## src/rtl/qsc_pkg.sv

```systemverilog
// Shared constants and types for the quadrature subcarrier phase generator.
// Assumes a clock at four times the subcarrier frequency.
package qsc_pkg;
    localparam int PHASE_W   = 2;                // bits of the phase divider
    localparam int N_PHASES  = 1 << PHASE_W;     // phases per subcarrier period
    localparam int N_CHAN    = 2;                // colour-difference channels (U, V)
    localparam int CH_U      = 0;
    localparam int CH_V      = 1;

    typedef enum logic {
        STD_PAL  = 1'b0,
        STD_NTSC = 1'b1
    } std_e;

    typedef logic [PHASE_W-1:0] phase_t;
endpackage

```

## src/rtl/qsc_phase_div.sv

```systemverilog
// Divide-by-N_PHASES phase counter. It advances once per clock and holds
// phase 0 during reset.
// Assumes one clock per quarter subcarrier period.
module qsc_phase_div
    import qsc_pkg::*;
(
    input  logic   clk,
    input  logic   rst_n,
    output phase_t phase
);
    phase_t cnt_q;

    // Phase advance, modulo N_PHASES.
    always_ff @(posedge clk) begin
        if (!rst_n) cnt_q <= '0;
        else        cnt_q <= cnt_q + 1'b1;
    end

    assign phase = cnt_q;

    // Cycles since reset, saturating, so that $past is only used on settled values.
    logic age_q;
    always_ff @(posedge clk) begin
        if (!rst_n) age_q <= 1'b0;
        else        age_q <= 1'b1;
    end

    p_phase_step_r1: assert property (@(posedge clk) disable iff (!rst_n)
        age_q |-> phase == phase_t'($past(phase) + 1'b1))
        else $error("phase divider skipped a step");

    p_phase_zero_r1: assert property (@(posedge clk)
        !rst_n |=> phase == '0)
        else $error("phase not cleared by reset");
endmodule

```

## src/rtl/qsc_line_alt.sv

```systemverilog
// Line-rate state: it latches the standard select and keeps the PAL line
// parity. The select is sampled during reset and on line or field strobes.
// Assumes strobes are single-cycle pulses from the sync separator.
module qsc_line_alt
    import qsc_pkg::*;
(
    input  logic clk,
    input  logic rst_n,
    input  logic std_ntsc,
    input  logic line_stb,
    input  logic field_stb,
    output std_e mode,
    output logic parity
);
    std_e mode_q;
    logic par_q;
    logic stb;

    assign stb = line_stb | field_stb;

    // Standard latch: loaded in reset and at each strobe only.
    always_ff @(posedge clk) begin
        if (!rst_n || stb) mode_q <= std_e'(std_ntsc);
    end

    // Parity: cleared by reset, by a field start, or when NTSC is selected; toggled per PAL line.
    always_ff @(posedge clk) begin
        if (!rst_n || field_stb)  par_q <= 1'b0;
        else if (line_stb)        par_q <= std_ntsc ? 1'b0 : ~par_q;
    end

    assign mode   = mode_q;
    assign parity = par_q;

    p_parity_toggle_r5: assert property (@(posedge clk) disable iff (!rst_n)
        line_stb && !field_stb && !std_ntsc |=> parity != $past(parity))
        else $error("PAL parity did not toggle on line strobe");

    p_field_clear_r6: assert property (@(posedge clk) disable iff (!rst_n)
        field_stb |=> !parity)
        else $error("field strobe did not clear parity");

    p_ntsc_parity_r5: assert property (@(posedge clk) disable iff (!rst_n)
        mode == STD_NTSC |-> !parity)
        else $error("parity set while NTSC active");

    p_mode_hold_r4: assert property (@(posedge clk) disable iff (!rst_n)
        !line_stb && !field_stb |=> $stable(mode))
        else $error("standard changed without a strobe");
endmodule

```

## src/rtl/qsc_sign_map.sv

```systemverilog
// Maps the divider phase and line state to the modulator sign bits and
// burst controls. Purely combinational.
// Assumes a 2-bit phase where phase 0 is the 0° reference.
module qsc_sign_map
    import qsc_pkg::*;
(
    input  phase_t           phase,
    input  std_e             mode,
    input  logic             parity,
    output logic             u_sign,
    output logic             v_sign,
    output logic [N_CHAN-1:0] burst_mask,
    output logic [N_CHAN-1:0] burst_neg
);
    logic v_flip;

    // V inverts only on PAL lines with parity set.
    assign v_flip = (mode == STD_PAL) & parity;

    // Carrier signs: U high in the first half period, V one phase later.
    always_comb begin
        u_sign = ~phase[PHASE_W-1];
        v_sign = (phase[PHASE_W-1] ^ phase[PHASE_W-2]) ^ v_flip;
    end

    // Burst routing and polarity per channel.
    always_comb begin
        burst_mask        = '0;
        burst_neg         = '0;
        burst_mask[CH_U]  = 1'b1;
        burst_neg[CH_U]   = 1'b1;
        burst_mask[CH_V]  = (mode == STD_PAL);
        burst_neg[CH_V]   = v_flip;
    end
endmodule

```

## src/rtl/qsc_phase_gen.sv

```systemverilog
// Top of the quadrature subcarrier phase generator. It joins the phase
// divider, the line-rate state and the sign/burst mapping.
// Assumes clk runs at four times the subcarrier frequency and that the
// strobes come from the sync separator in the same clock domain.
module qsc_phase_gen
    import qsc_pkg::*;
(
    input  logic       clk,
    input  logic       rst_n,
    input  logic       std_ntsc,
    input  logic       line_stb,
    input  logic       field_stb,
    output logic       u_sign,
    output logic       v_sign,
    output logic       pal_odd,
    output logic [1:0] burst_mask,
    output logic [1:0] burst_neg
);
    phase_t phase;
    std_e   mode;
    logic   parity;

    qsc_phase_div u_div (
        .clk   (clk),
        .rst_n (rst_n),
        .phase (phase)
    );

    qsc_line_alt u_line (
        .clk       (clk),
        .rst_n     (rst_n),
        .std_ntsc  (std_ntsc),
        .line_stb  (line_stb),
        .field_stb (field_stb),
        .mode      (mode),
        .parity    (parity)
    );

    qsc_sign_map u_map (
        .phase      (phase),
        .mode       (mode),
        .parity     (parity),
        .u_sign     (u_sign),
        .v_sign     (v_sign),
        .burst_mask (burst_mask),
        .burst_neg  (burst_neg)
    );

    assign pal_odd = parity;

    // Cycles since reset, saturating at 2, for checks that look back.
    logic [1:0] age_q;
    always_ff @(posedge clk) begin
        if (!rst_n)             age_q <= '0;
        else if (age_q != 2'd2) age_q <= age_q + 1'b1;
    end

    p_u_period_r2: assert property (@(posedge clk) disable iff (!rst_n)
        age_q == 2'd2 |-> u_sign == !$past(u_sign, 2))
        else $error("U sign lost half-period rhythm");

    p_v_lags_u_r3: assert property (@(posedge clk) disable iff (!rst_n)
        age_q != 2'd0 |-> v_sign == ($past(u_sign) ^ (pal_odd && burst_mask[1])))
        else $error("V sign not a quarter period after U");

    p_burst_v_pol_r8: assert property (@(posedge clk) disable iff (!rst_n)
        burst_neg[1] |-> burst_mask[1] && pal_odd)
        else $error("V burst inverted outside an odd PAL line");

    p_mask_hold_r7: assert property (@(posedge clk) disable iff (!rst_n)
        !line_stb && !field_stb |=> $stable(burst_mask))
        else $error("burst mask changed mid-line");
endmodule

```

## config.mk

```make
export PLATFORM = sky130hd
export DESIGN_NAME = qsc_phase_gen
export DESIGN_NICKNAME = d
export VERILOG_FILES = /design/src/rtl/qsc_pkg.sv /design/src/rtl/qsc_phase_div.sv /design/src/rtl/qsc_line_alt.sv /design/src/rtl/qsc_sign_map.sv /design/src/rtl/qsc_phase_gen.sv
export SDC_FILE = /design/constraint.sdc
export NUM_CORES = 1
export LEC_CHECK = 0
export BUFFER_PORTS_ARGS = -buffer_cell sky130_fd_sc_hd__buf_2
export CORE_AREA = 5 5 42 44
export CTS_CLUSTER_SIZE = 10
export DETAILED_ROUTE_END_ITERATION = 7
export DIE_AREA = 0 0 47 49
export SETUP_SLACK_MARGIN = 0.05
export SYNTH_ARGS = -nofsm -noshare
export SYNTH_HDL_FRONTEND = slang
export SYNTH_SLANG_ARGS = --single-unit
```

## constraint.sdc

```tcl
create_clock -name clk -period 0.9 [get_ports clk]
set_input_delay 0.09 -clock clk [delete_from_list [all_inputs] [get_ports clk]]
set_output_delay 0.09 -clock clk [all_outputs]
set_load 0.05 [all_outputs]
```

==> qor.log <==
qor: clock_network.ctsHtreeMaxLevel 1
qor: layout.fin_nets 41
qor: logic_synthesis.post_synth_num_cell_types 13
qor: routing.average_wire_length_per_cell_after_detail_routing 7.667 µm
qor: worst_hold_path.hold_path_depth 1
qor: floorplan.start_util 14.29%
qor: layout.final.fill_count 158
qor: clock_network.clock_sink_count 4
qor: critical_path.reg2reg_to u_line.parity
qor: worst_hold_path.min_to u_line.mode
qor: power_and_ir_drop.power.density_cell_area 1782 nW/µm²
qor: worst_hold_path.hold_wc_path_type primary input to register
qor: logic_synthesis.synth_simple_gate_area_share 25.00%
qor: floorplan.die-area 2303 µm²
qor: floorplan.die_x 47 µm
qor: sta.hold_viol 0
qor: logic_synthesis.synth_top_family_by_area simple AND/OR/NAND/NOR gates
qor: sta.timing.final.setup_violations 3
qor: layout.insertedDiodeCount 0
qor: critical_path.timing.critical_path.to_type output pin
qor: global_routing.grt_use_total 4.661%
qor: status.status complete, but fails checks
qor: critical_path.crit_path_cell_trace nor2b_4 > xnor2_4 > buf_6
qor: sta.finalMaxSlewViolations 0
qor: routing.post_route_ant_nets 0
qor: sta.finalClockSkew 0.00004627 ns
qor: logic_synthesis.yosys_warnings 0
qor: sta.max_clock_freq 0.8053 GHz
qor: critical_path.critical_path_class register to output pin
qor: logic_synthesis.yosys_reg_bits 4
qor: logic_synthesis.post_synthesis_mean_instance_area 10.01 µm²
qor: floorplan.chipHeight 49 µm
qor: layout.area_growth 103.1%
qor: sta.layout_setup_ws -0.3417 ns
qor: clock_network.clock_tree.root_cell sky130_fd_sc_hd__clkbuf_4
qor: routing.drt_pre_antenna_iters 2
qor: clock_network.cts_tree built
qor: worst_hold_path.min-delay-start std_ntsc
qor: logic_synthesis.synthAdderAreaFrac 0%
qor: logic_synthesis.synthArstFlopShare 0%
qor: floorplan.core 1401 µm²
qor: sta.fin_hold_ws 0.04245 ns
qor: power_and_ir_drop.vdd_drop_max 0.0004725 V
qor: logic_synthesis.synthesis.instances 20
qor: sta.final_cycle_utilization_of_the_critical_path 138.0%
qor: clock_network.clkTransAtPathRegs 0.05 ns
qor: clock_network.cts_max_path_buffers 2
qor: logic_synthesis.compound_gate_portion_of_the_synthesized_area 4.375%
qor: logic_synthesis.synthTopCellsByCount sky130_fd_sc_hd__buf_4 (3), sky130_fd_sc_hd__dfxtp_1 (3), sky130_fd_sc_hd__inv_1 (2), sky130_fd_sc_hd__nor2b_1 (2), sky130_fd_sc_hd__xnor2_1 (2)
qor: clock_network.cts_made_buffers 3
qor: global_routing.grt_pass1_wl 641 µm
qor: critical_path.worst-endpoint-arrival 1.15 ns
qor: critical_path.timing.critical_path.required 0.81 ns
qor: logic_synthesis.synth_seq_area_share 45.00%
qor: logic_synthesis.number_of_enable_type_register_cells_in_the_synthesized_netlist 1
qor: global_routing.grt_pass1_vias 172
qor: floorplan.rows 14
qor: status.violations setup timing
qor: logic_synthesis.synth_area_leader_cell sky130_fd_sc_hd__dfxtp_1
qor: floorplan.ios 12
qor: global_routing.grt_max_degree 5
qor: routing.dr_total_vias 168
qor: logic_synthesis.synthFlopType sky130_fd_sc_hd__dfxtp_1
qor: placed_design.hpwlAfterDp 324.8 µm
qor: sta.timing.final.crit_period 1.242 ns
qor: critical_path.r2r_start u_line.parity
qor: layout.final_layout_size_suffix_gt1_share 74.29%
qor: clock_network.clock_latency 0.23 ns
qor: routing.routed_via_density 3.294
qor: sta.rsz_0062_raised_after_global_routing yes
qor: logic_synthesis.top_area_cells_in_the_synthesized_netlist sky130_fd_sc_hd__dfxtp_1 (30%), sky130_fd_sc_hd__edfxtp_1 (15%), sky130_fd_sc_hd__buf_4 (11%)
qor: logic_synthesis.netlist_area 200.2 µm²
qor: logic_synthesis.yosys.area.top_type_share 30.00%
qor: critical_path.critical_path_peak_fanout 2
qor: global_routing.grt_overflow_total 0
qor: routing.drt_wl_total 391 µm
qor: layout.footprint_of_the_flip_flops_and_latches 101.3 µm²
qor: critical_path.worst_path_max_delay_cell sky130_fd_sc_hd__edfxtp_1
qor: critical_path.rr_worst_depth 2
qor: critical_path.critical-path-max-stage-delay 0.42 ns
qor: critical_path.startpoint_type register
qor: routing.drt_iter0_drc 2
qor: placed_design.setup_slack_at_placement -0.2323 ns
qor: layout.multi_input_comb_area 126.4 µm²
qor: sta.timing.setup.tns -0.8458 ns
qor: global_routing.antenna_violations_before_repair 0
qor: power_and_ir_drop.leakage 0.0001693 µW
qor: critical_path.r2r_setup_slack 0 ns
qor: run.cap_viol_max_count 0
qor: logic_synthesis.synth-xor-area-share 8.750%
qor: placed_design.routabilityCongestion 0.6244
qor: logic_synthesis.muxShareOfSynthArea 0%
qor: placed_design.io_buffers 9
qor: routing.detail_route.drc_violations 0
[cells by family (layout without fill, tap and decap cells)]
logic type,after synthesis,in the layout
buffers and inverters,5,19
DFF,4,4
xor gates and xnor gates,2,2
other,1,2
AOI/OAI and AO/OA,1,1
and+or+nand+nor,7,7
[worst max-delay path, delay by kind of cell (launching register included)]
family / cells / cell delay (ns)
xor+xnor: 1 / 0.13
buf+inv: 1 / 0.17
flops: 1 / 0.42
simple gates: 1 / 0.19
[worst max path at each step]
stage,from,endpoint,slack (ns),cells after the start
2_1_floorplan,u_line.parity,v_sign,-0.07,2
3_3_place_gp,u_div.phase[0],v_sign,-0.20,3
3_5_place_dp,u_div.phase[0],v_sign,-0.23,3
4_1_cts,u_line.mode,v_sign,-0.36,3
5_1_grt,u_line.mode,v_sign,-0.38,3
6_report,u_line.mode,v_sign,-0.34,3
[metal layers]
metal  global-route usage, %  wire (µm)
met2                   4.525        174
met3                   4.428         53
met5                       0          0
met4                   5.530          0
met1                   4.878        163
[metrics by stage]
| stage | power [µW] | instance area, µm² | util (%) | instances |
|---|---|---|---|---|
| finish | 724.4 | 406.6 | 29.02 | 51 |
| global route | 759.2 | 406.6 | 29.02 | 51 |
| CTS | 734.7 | 382.9 | 27.32 | 50 |
| detailed placement | 412.7 | 296.5 | 21.16 | 45 |
| global placement | 409.7 | 296.5 | 21.16 | 45 |
| floorplan | 372.9 | 239.0 | - | 21 |
[repair_timing]
| item | in CTS | in global routing |
|---|---|---|
| buffers inserted | 2 | 2 |
| resized for setup | 16 | 8 |
| hold buffers | 0 | 0 |
| pin swaps | 3 | 2 |
| endpoints found under the setup margin | 7 | 7 |
[where the power goes]
group	internal (µW)	switching, µW
Clock	167	81.3
Sequential	198	19.2
Combinational	124	136
[layout make-up]
type,count,area share (%)
inverter,2,1.846
timing repair buffer,13,30.77
tap,16,4.923
multi-input combinational,12,31.08
sequential,4,24.92
clock buffer,4,6.462
[registers in the layout, indices dropped and copies added, names as in the netlist]
name           count
u_line.mode        1
u_line.parity      1
u_div.phase        2
[layout by cell type, fill, tap and decap left out, drive strengths merged]
master  netlist  layout
or3b          1       1
buf           3      13
a21oi         1       1
conb          1       2
or2           1       1
nand2b        1       1
or2b          1       1
clkbuf        0       4
xnor2         2       2
dfxtp         3       3
edfxtp        1       1
nor2b         3       3
inv           2       2
No activity file was read; power rests on OpenSTA's default activity.
